**config.mk**
```make
export PLATFORM = sky130hd
export DESIGN_NAME = rtp16_core
export DESIGN_NICKNAME = d
export VERILOG_FILES = /design/src/rtl/rtp16_pkg.sv /design/src/rtl/rtp16_ctrl.sv /design/src/rtl/rtp16_regfile.sv /design/src/rtl/rtp16_alu.sv /design/src/rtl/rtp16_core.sv
export SDC_FILE = /design/constraint.sdc
export NUM_CORES = 1
export LEC_CHECK = 0
export BUFFER_PORTS_ARGS = -buffer_cell sky130_fd_sc_hd__clkbuf_2
export CAP_MARGIN = 20
export CORE_ASPECT_RATIO = 0.8
export CORE_MARGIN = 2
export CORE_UTILIZATION = 60
export DETAILED_ROUTE_END_ITERATION = 6
export PLACE_DENSITY_LB_ADDON = 0.08
export SLEW_MARGIN = 0
export SYNTH_ARGS = -nofsm -noshare
export SYNTH_HDL_FRONTEND = slang
export SYNTH_SLANG_ARGS = --single-unit
```
**constraint.sdc**
```tcl
create_clock -name clk -period 5.85 [get_ports clk]
set_clock_uncertainty 0.2 [all_clocks]
set_input_delay 0 -clock clk [delete_from_list [all_inputs] [get_ports clk]]
set_output_delay 0 -clock clk [all_outputs]
set_load 0.03 [all_outputs]
```
**src/rtl/rtp16_pkg.sv**
```systemverilog
`timescale 1ns/1ps
package rtp16_pkg;

  localparam int OPC_W = 3;

  typedef enum logic [OPC_W-1:0] {
    OP_RSV  = 3'b000,
    OP_MOV  = 3'b001,
    OP_IMM  = 3'b010,
    OP_ADD  = 3'b011,
    OP_SUB  = 3'b100
  } opcode_e;

  typedef enum logic [2:0] {
    ST_FETCH = 3'd0,
    ST_MOV   = 3'd1,
    ST_IMM   = 3'd2,
    ST_LDA   = 3'd3,
    ST_CALC  = 3'd4,
    ST_WB    = 3'd5,
    ST_NOP   = 3'd6
  } state_e;

endpackage

```
**src/rtl/rtp16_ctrl.sv**
```systemverilog
`timescale 1ns/1ps
module rtp16_ctrl
  import rtp16_pkg::*;
#(
  parameter int NREG = 8
) (
  input  logic                                  clk,
  input  logic                                  rst_n,
  input  logic                                  run,
  input  logic [OPC_W+2*$clog2(NREG)-1:0]       ins_word,
  output logic [$clog2(NREG+2)-1:0]             bus_sel,
  output logic [NREG-1:0]                       reg_we,
  output logic                                  a_load,
  output logic                                  g_load,
  output logic                                  sub_mode,
  output logic                                  done
);
  localparam int RIDX_W  = $clog2(NREG);
  localparam int IR_W    = OPC_W + 2*RIDX_W;
  localparam int SEL_W   = $clog2(NREG+2);
  localparam logic [SEL_W-1:0] SEL_DIN = SEL_W'(NREG);
  localparam logic [SEL_W-1:0] SEL_RES = SEL_W'(NREG+1);

  state_e            state_q, state_d;
  logic [IR_W-1:0]   ir_q;
  logic              ir_load;
  logic [OPC_W-1:0]  op_new;
  logic [OPC_W-1:0]  op_cur;
  logic [RIDX_W-1:0] rx, ry;

  assign op_new = ins_word[IR_W-1 -: OPC_W];
  assign op_cur = ir_q[IR_W-1 -: OPC_W];
  assign rx     = ir_q[2*RIDX_W-1 -: RIDX_W];
  assign ry     = ir_q[RIDX_W-1:0];

  always_comb begin
    state_d  = state_q;
    bus_sel  = SEL_DIN;
    reg_we   = '0;
    a_load   = 1'b0;
    g_load   = 1'b0;
    sub_mode = op_cur[OPC_W-1];
    done     = 1'b0;
    ir_load  = 1'b0;
    unique case (state_q)
      ST_FETCH: begin
        if (run) begin
          ir_load = 1'b1;
          case (op_new)
            OP_MOV:         state_d = ST_MOV;
            OP_IMM:         state_d = ST_IMM;
            OP_ADD, OP_SUB: state_d = ST_LDA;
            default:        state_d = ST_NOP;
          endcase
        end
      end
      ST_MOV: begin
        bus_sel    = SEL_W'(ry);
        reg_we[rx] = 1'b1;
        done       = 1'b1;
        state_d    = ST_FETCH;
      end
      ST_IMM: begin
        bus_sel    = SEL_DIN;
        reg_we[rx] = 1'b1;
        done       = 1'b1;
        state_d    = ST_FETCH;
      end
      ST_LDA: begin
        bus_sel = SEL_W'(rx);
        a_load  = 1'b1;
        state_d = ST_CALC;
      end
      ST_CALC: begin
        bus_sel = SEL_W'(ry);
        g_load  = 1'b1;
        state_d = ST_WB;
      end
      ST_WB: begin
        bus_sel    = SEL_RES;
        reg_we[rx] = 1'b1;
        done       = 1'b1;
        state_d    = ST_FETCH;
      end
      ST_NOP: begin
        done    = 1'b1;
        state_d = ST_FETCH;
      end
      default: state_d = ST_FETCH;
    endcase
  end

  always_ff @(posedge clk or negedge rst_n) begin
    if (!rst_n) begin
      state_q <= ST_FETCH;
      ir_q    <= '0;
    end else begin
      state_q <= state_d;
      if (ir_load) ir_q <= ins_word;
    end
  end

  AST_WE_ONEHOT: assert property (@(posedge clk) disable iff (!rst_n)
    $onehot0(reg_we));
  AST_DONE_TO_FETCH: assert property (@(posedge clk) disable iff (!rst_n)
    done |=> (state_q == ST_FETCH));
  AST_IDLE_HOLD: assert property (@(posedge clk) disable iff (!rst_n)
    (state_q == ST_FETCH && !run) |=> (state_q == ST_FETCH));
  AST_IR_HELD: assert property (@(posedge clk) disable iff (!rst_n)
    (state_q != ST_FETCH) |=> $stable(ir_q));

endmodule

```
**src/rtl/rtp16_regfile.sv**
```systemverilog
`timescale 1ns/1ps
module rtp16_regfile #(
  parameter int DW   = 16,
  parameter int NREG = 8
) (
  input  logic                     clk,
  input  logic                     rst_n,
  input  logic [NREG-1:0]          we,
  input  logic [DW-1:0]            wdata,
  output logic [NREG-1:0][DW-1:0]  regs
);
  for (genvar gi = 0; gi < NREG; gi++) begin : g_reg
    always_ff @(posedge clk or negedge rst_n) begin
      if (!rst_n)     regs[gi] <= '0;
      else if (we[gi]) regs[gi] <= wdata;
    end

    AST_WRITE_LANDS: assert property (@(posedge clk) disable iff (!rst_n)
      we[gi] |=> (regs[gi] == $past(wdata)));
    AST_NO_STRAY_WRITE: assert property (@(posedge clk) disable iff (!rst_n)
      !we[gi] |=> $stable(regs[gi]));
  end
endmodule

```
**src/rtl/rtp16_alu.sv**
```systemverilog
`timescale 1ns/1ps
module rtp16_alu #(
  parameter int DW = 16
) (
  input  logic          clk,
  input  logic          rst_n,
  input  logic          a_load,
  input  logic          g_load,
  input  logic          sub_mode,
  input  logic [DW-1:0] bus,
  output logic [DW-1:0] g_q
);
  logic [DW-1:0] a_q;
  logic [DW-1:0] result;

  always_comb begin
    if (sub_mode) result = a_q - bus;
    else          result = a_q + bus;
  end

  always_ff @(posedge clk or negedge rst_n) begin
    if (!rst_n) begin
      a_q <= '0;
      g_q <= '0;
    end else begin
      if (a_load) a_q <= bus;
      if (g_load) g_q <= result;
    end
  end

  AST_A_HOLDS: assert property (@(posedge clk) disable iff (!rst_n)
    !a_load |=> $stable(a_q));
  AST_G_HOLDS: assert property (@(posedge clk) disable iff (!rst_n)
    !g_load |=> $stable(g_q));
endmodule

```
**src/rtl/rtp16_core.sv**
```systemverilog
`timescale 1ns/1ps
module rtp16_core
  import rtp16_pkg::*;
#(
  parameter int DW   = 16,
  parameter int NREG = 8
) (
  input  logic          clk,
  input  logic          rst_n,
  input  logic          run,
  input  logic [DW-1:0] din,
  output logic          done,
  output logic [DW-1:0] bus_out,
  output logic [DW-1:0] r0_q,
  output logic [DW-1:0] r1_q
);
  localparam int RIDX_W = $clog2(NREG);
  localparam int IR_W   = OPC_W + 2*RIDX_W;
  localparam int SEL_W  = $clog2(NREG+2);

  logic [1:0]              rst_sync;
  logic                    rst_int_n;
  logic [SEL_W-1:0]        bus_sel;
  logic [NREG-1:0]         reg_we;
  logic                    a_load, g_load, sub_mode;
  logic [NREG-1:0][DW-1:0] regs;
  logic [DW-1:0]           g_q;
  logic [DW-1:0]           bus;

  always_ff @(posedge clk or negedge rst_n) begin
    if (!rst_n) rst_sync <= 2'b00;
    else        rst_sync <= {rst_sync[0], 1'b1};
  end
  assign rst_int_n = rst_sync[1];

  rtp16_ctrl #(.NREG(NREG)) u_ctrl (
    .clk      (clk),
    .rst_n    (rst_int_n),
    .run      (run),
    .ins_word (din[DW-1 -: IR_W]),
    .bus_sel  (bus_sel),
    .reg_we   (reg_we),
    .a_load   (a_load),
    .g_load   (g_load),
    .sub_mode (sub_mode),
    .done     (done)
  );

  rtp16_regfile #(.DW(DW), .NREG(NREG)) u_rf (
    .clk   (clk),
    .rst_n (rst_int_n),
    .we    (reg_we),
    .wdata (bus),
    .regs  (regs)
  );

  rtp16_alu #(.DW(DW)) u_alu (
    .clk      (clk),
    .rst_n    (rst_int_n),
    .a_load   (a_load),
    .g_load   (g_load),
    .sub_mode (sub_mode),
    .bus      (bus),
    .g_q      (g_q)
  );

  always_comb begin
    if (bus_sel < SEL_W'(NREG))       bus = regs[bus_sel[RIDX_W-1:0]];
    else if (bus_sel == SEL_W'(NREG)) bus = din;
    else                               bus = g_q;
  end

  assign bus_out = bus;
  assign r0_q    = regs[0];
  assign r1_q    = regs[1];

  AST_DONE_PULSE: assert property (@(posedge clk) disable iff (!rst_int_n)
    done |=> !done);
endmodule

```
# ---- Word level (Yosys, flattened, before mapping)
# Index checks and enable logic that the tools add are counted.
dict set report classes {
  add_sub_neg 2
  magnitude_cmp 4
  n_eq_ne 12
  n_mux 17
  n_reduce_logical 6
}
# op count
set op_table {}
lappend op_table {{2-to-1 mux 16 bit} 4}
lappend op_table {{binary-select mux 16 bit (select 3 bit)} 1}
lappend op_table {{one-hot mux 3 bit (3 select lines)} 2}
lappend op_table {{adder 16 bit} 1}
lappend op_table {{subtractor 16 bit} 1}
lappend op_table {{== test 3 x 2 -> 1 bit, second input constant} 4}
lappend op_table {{== test 3 bit, second input constant} 4}
lappend op_table {{one-hot mux 4 bit (3 select lines)} 1}
lappend op_table {{< comparator 3 x 4 -> 1 bit, second input constant} 2}
lappend op_table {{2-to-1 mux 8 bit} 1}
lappend op_table {{== test 3 x 1 -> 1 bit, second input constant} 2}
lappend op_table {{2-to-1 mux 1 bit} 6}
lappend op_table {{== test 4 bit, second input constant} 1}
lappend op_table {{< comparator 4 bit, second input constant} 1}
lappend op_table {{OR reduction 2 bit} 2}
lappend op_table {{OR reduction 4 bit} 1}
lappend op_table {{demux 1 bit (select 3 bit)} 1}
lappend op_table {{greater-or-equal comparator 3 x 1 -> 1 bit, second input constant} 1}
lappend op_table {{zero test 3 bit} 1}
lappend op_table {{2-to-1 mux 3 bit} 1}
lappend op_table {{OR reduction 3 bit} 1}
lappend op_table {{inequality test 2 bit, second input constant} 1}
lappend op_table {{logical AND 1 bit} 1}
dict set report totals {
  register_bits 174
  elab_cells 54
}

# ---- Longest topological paths before layout
dict set report logic_depth {
  ltp_word 8
  mapped_depth 29
}

# ---- By module
# From an unflattened synthesis, not the netlist that was laid out.
dict set report unflattened {
  cells_unflattened 696
  area_unflattened_um2 9519.1
}
# mod instances cells_each area_each_um2 seq_area_each_um2
set modules_own_cells {}
lappend modules_own_cells {rtp16_regfile 1 272 5195.0 3203.1}
lappend modules_own_cells {rtp16_alu 1 229 2263.4 800.8}
lappend modules_own_cells {rtp16_core 1 135 1463.9 50.0}
lappend modules_own_cells {rtp16_ctrl 1 60 596.8 250.2}

# ---- Worst setup path before layout
# No wires, ideal clock.
dict set report synth_timing {
  path_type {flip-flop to flip-flop}
  startpoint {register u_ctrl.state_q[0]}
  endpoint {register u_alu.g_q[14]}
  setup_time_ps 83
  arrival_ps 5280
  required_ps 5567
  path_slack_ps 288
  stages_incl_launch_ff 28
  n_path_buf 4
  path_cell_list {dfrtp_1 > inv_1 > ha_1 > buf_6 > a21o_4 > a211oi_4 > buf_4 > buf_6 > o21ai_0 > a21oi_1 > a2111oi_2 > or2_2 > clkbuf_1 > inv_1 > ha_1 > inv_1 > fa_1 > a21o_1 > a21oi_1 > o21bai_1 > a21oi_1 > o21bai_1 > a21oi_1 > o21ai_0 > a2111oi_0 > o41ai_1 > xnor2_1 > o21ai_0}
}
dict set report synth_via {
  elab_chain_len 8
}
# element line
set synth_rtl {}
lappend synth_rtl {{start: declaration} rtp16_ctrl.sv:24} ;# state_e state_q, state_d;
lappend synth_rtl {{start signal: assignment} rtp16_ctrl.sv:98} ;# state_q <= state_d;
lappend synth_rtl {{== test 3 x 1 -> 1 bit / == test 3 bit (equally long branches)} rtp16_ctrl.sv:45} ;# unique case (state_q)
lappend synth_rtl {{OR reduction 2 bit (no line)} --}
lappend synth_rtl {{one-hot mux 4 bit (3 select lines) (*)} rtp16_ctrl.sv:45}
lappend synth_rtl {{binary-select mux 16 bit (select 3 bit) / == test 4 bit (equally long branches)} {rtp16_core.sv:68, rtp16_core.sv:69}}
lappend synth_rtl {{2-to-1 mux 16 bit, on equally long branches} {rtp16_core.sv:68, rtp16_core.sv:69}}
lappend synth_rtl {{2-to-1 mux 16 bit (*)} rtp16_core.sv:68} ;# if (bus_sel < SEL_W'(NREG)) bus = regs[bus_sel[RIDX_W-1:0]];
lappend synth_rtl {{net bus_out[0]} rtp16_core.sv:13} ;# output logic [DW-1:0] bus_out,
lappend synth_rtl {{adder 16 bit / subtractor 16 bit (equally long branches)} {rtp16_alu.sv:18, rtp16_alu.sv:17}}
lappend synth_rtl {{2-to-1 mux 16 bit (*)} rtp16_alu.sv:17} ;# if (sub_mode) result = a_q - bus;
lappend synth_rtl {{end signal: assignment} rtp16_alu.sv:27} ;# if (g_load) g_q <= result;
lappend synth_rtl {{end: declaration} rtp16_alu.sv:11} ;# output logic [DW-1:0] g_q
# The timed path passes the listed nets; every way through them passes the cells marked *. The select of a mux whose other input is x is not followed.
# A chain may end at the register's enable or synchronous reset.

# ---- Final worst setup path
dict set report layout_timing {
  startpoint {register u_ctrl.state_q[0]}
  endpoint {register u_alu.g_q[14]}
}
dict set report layout_via {
  elab_chain_len 8
}
# element line
set layout_rtl {}
lappend layout_rtl {{== test 3 x 1 -> 1 bit / == test 3 bit (equally long branches)} rtp16_ctrl.sv:45}
lappend layout_rtl {{OR reduction 2 bit (no line)} --}
lappend layout_rtl {{one-hot mux 4 bit (3 select lines)} rtp16_ctrl.sv:45}
lappend layout_rtl {{binary-select mux 16 bit (select 3 bit) / == test 4 bit (equally long branches)} {rtp16_core.sv:68, rtp16_core.sv:69}}
lappend layout_rtl {{2-to-1 mux 16 bit, on equally long branches} {rtp16_core.sv:68, rtp16_core.sv:69}}
lappend layout_rtl {{2-to-1 mux 16 bit} rtp16_core.sv:68}
lappend layout_rtl {{adder 16 bit / subtractor 16 bit (equally long branches)} {rtp16_alu.sv:18, rtp16_alu.sv:17}}
lappend layout_rtl {{2-to-1 mux 16 bit} rtp16_alu.sv:17}
# Several ways; a longest one is shown, not always the timed one. The select of a mux whose other input is x is not followed.

==> impl_metrics.toml <==
[run_status]
outcome = "completed"

[sta]
worst_pin_slew_ps = 1060
rsz0062_at_grt = "no"
hold_viol = 0
min_period_ps = 5540
period_share_pct = 94.7
setup_viol = 0
maxSlewHeadroom_pct = 28.8
clock.fmax_mhz = 180
slew_viol_final = 0
tns_ps = 0

[synthesis]
ys_seq_area_share_pct = 45.5
synth_edf_count = 0
ys_warn_count = 0
synth_cell_types = 78
syn_avg_cell_area_um2 = 8.96
netlist_instances = 1056
dominantRegCellSynth = "dfrtp_1"
netlist_area_um2 = 9470
ys_seq_elements = 172
async_flop_share_pct = 100
syn_nets = 1096

[clock_tree]
cts.path.max_buffers = 2
cts_tree = "built"
cts-root-buf = "clkbuf_16"
clk_latency_ps = 440
cts_inserted_buffers = 17
htreeDepth = 4
clk_pin_slew_ps = 70
cts_num_sinks = 172

[final_layout]
syn_to_final_growth_pct = 12.8
layout_common_cells = "200 x nand2_1, 188 x o21ai_0, 170 x dfrtp_1"
drive_gt1_share_pct = 18.1
diodes = 0
fillerInstances = 1282
multiInputGateArea_um2 = 4430
final_common_cell = "nand2_1"
regArea_um2 = 4310
fin_nets = 1130

[routing]
wl_per_cell_um = 20.5
drt_first_pass_iters = 7
drc = 0
vias = 8015
routed_wl_um = 27100
post_drt_via_cell_ratio = 6.08
ant_nets = 0
drt_iter0_markers = 808

[worst_setup_path]
crit_path_end_kind = "flip-flop"
cp.arrival_ps = 5620
reg2reg_depth = 22
worst-setup-path-type = "reg -> reg"
crit_chain = "ha_1, buf_4, a22o_1, a21boi_4, nand3_2, a21oi_1, a2111oi_2, or2_2, ha_1, mux2i_1, fa_1, a21o_1, a21oi_2, o21bai_1, a21oi_2, o21bai_1, a21oi_2, o21ai_0, a2111oi_1, o41ai_1, xnor2_1, o21ai_0"
slowest_delay_ps = 490
cp_top_family = "compound AO/OA/AOI/OAI gates"
path_max_fanout = 8
cp_num_cells = 22
crit_slowest_cell = "fa_1"
crit_required_ps = 5930
worst_setup_path_start_kind = "flip-flop"
critPathMostFrequentCell = "a21oi_2"
crit_buf_inv = 1
r2r_setup_slack_ps = 310

[placed_design]
hpwlAfterDp_um = 18200
routabilityCongestion = 0.957
place.port_buffers = 67

[floorplan]
die_w_um = 144
rows = 41
chipHeight_um = 116
start_util_pct = 60.7
coreArea_um2 = 15600
die_area_um2 = 16800
ioPinCount = 68

[global_route]
grt_pass1_vias = 7474
grt_max_degree = 103
grt_usage_pct = 33.7
antenna_found_initial = 1
grt_overflow = 0
grt_pass1_wl_um = 42400

[job]
maxCapViolCount = 0

[hold_path]
hp-class = "in -> reg"
hold_depth = 5
tightest hold or removal path, delay by kind of cell:
kind / cells / cell delay (ps)
AND/OR/NAND/NOR: 1 / 140
AO/OA/AOI/OAI: 2 / 340
buffers and inverters: 2 / 270
synthesized netlist by cell type, types with 13 or more instances:
| library cell | instances | area share [%] |
|---|---|---|
| mux2i_1 | 23 | 2.4 |
| mux2_2 | 13 | 1.5 |
| nand2_1 | 202 | 8.0 |
| nor2_1 | 27 | 1.1 |
| buf_4 | 36 | 2.9 |
| clkbuf_1 | 54 | 2.1 |
| o21ai_0 | 188 | 9.9 |
| xnor2_1 | 25 | 2.3 |
| dfrtp_1 | 172 | 45 |
| nand3_1 | 32 | 1.7 |
| ha_1 | 20 | 2.6 |
| o211ai_1 | 13 | 1.0 |
| inv_1 | 31 | 1.2 |
| a21oi_1 | 35 | 1.9 |
routing by layer:
layer	share of wire, %	vias up	GRT usage, %
met3	8.1	62	6.44
li1	-	3710	-
met5	0.037	-	0
met4	3.1	2	14.2
met1	43	3868	48.6
met2	45	373	50.4
final timing paths:
check | startpoint | endpoint
worst max-delay path | u_ctrl.state_q[0]$_DFFE_PN0P_ | u_alu.g_q[14]$_DFFE_PN0P_
worst min-delay path | din[0] | u_alu.a_q[0]$_DFFE_PN0N_
worst max register to register | u_ctrl.state_q[0]$_DFFE_PN0P_ | u_alu.g_q[14]$_DFFE_PN0P_
worst min register to register | rst_sync[0]$_DFF_PN0_ | rst_sync[1]$_DFF_PN0_
max in group asynchronous | rst_sync[1]$_DFF_PN0_ | u_ctrl.state_q[0]$_DFFE_PN0P_
min in group asynchronous | rst_n | rst_sync[1]$_DFF_PN0_
state kept, by name, summed over array words and instances (netlist names):
signal          count
u_ctrl.state_q      3
u_alu.a_q          16
u_ctrl.ir_q         7
u_rf.regs         128
u_alu.g_q          16
rst_sync            2
repair_timing:
item / in CTS / in global routing
hold endpoints to repair: 12 / 0
setup endpoints to repair: 1 / 4
buffers inserted: 0 / 4
pin swaps: 0 / 6
hold buffers: 15 / 0
resized for setup: 1 / 15
stage by stage:
step	cells	cell area (um2)	setup WS, ps	utilization (%)	hold slack, ps
after floorplan	1056	9470	288	-	-496
after global placement	1262	9710	131	62.3	-414
after detailed placement	1262	9710	26.1	62.3	-411
after CTS	1309	10500	56.9	67.2	126
after global routing	1318	10700	30.7	68.5	181
final	1318	10700	308	68.5	160
kinds of logic (layout without fill, tap and decap cells):
kind of cell	after synthesis	count (layout)	share of synthesized area (%)
AOI/OAI and AO/OA	325	325	21.2
muxes	36	36	3.98
buffers and inverters	145	192	8.25
xor gates and xnor gates	28	28	2.59
adders and majority gates	21	21	2.86
other	1	1	0.0396
and+or+nand+nor	328	328	15.6
DFF	172	172	45.5
cell type report:
cell class | instances | share of cell area [%]
clock inverters | 15 | 1.70
multi-input cells | 739 | 41.5
repair buffers | 126 | 8.71
clock buffers | 17 | 3.99
inverters | 34 | 1.20
well taps | 215 | 2.52
flip-flops and latches | 172 | 40.4
Power is left out: the tool's default activity adds up to more than one toggle a clock period on the data nets, which glitch-free logic cannot reach.
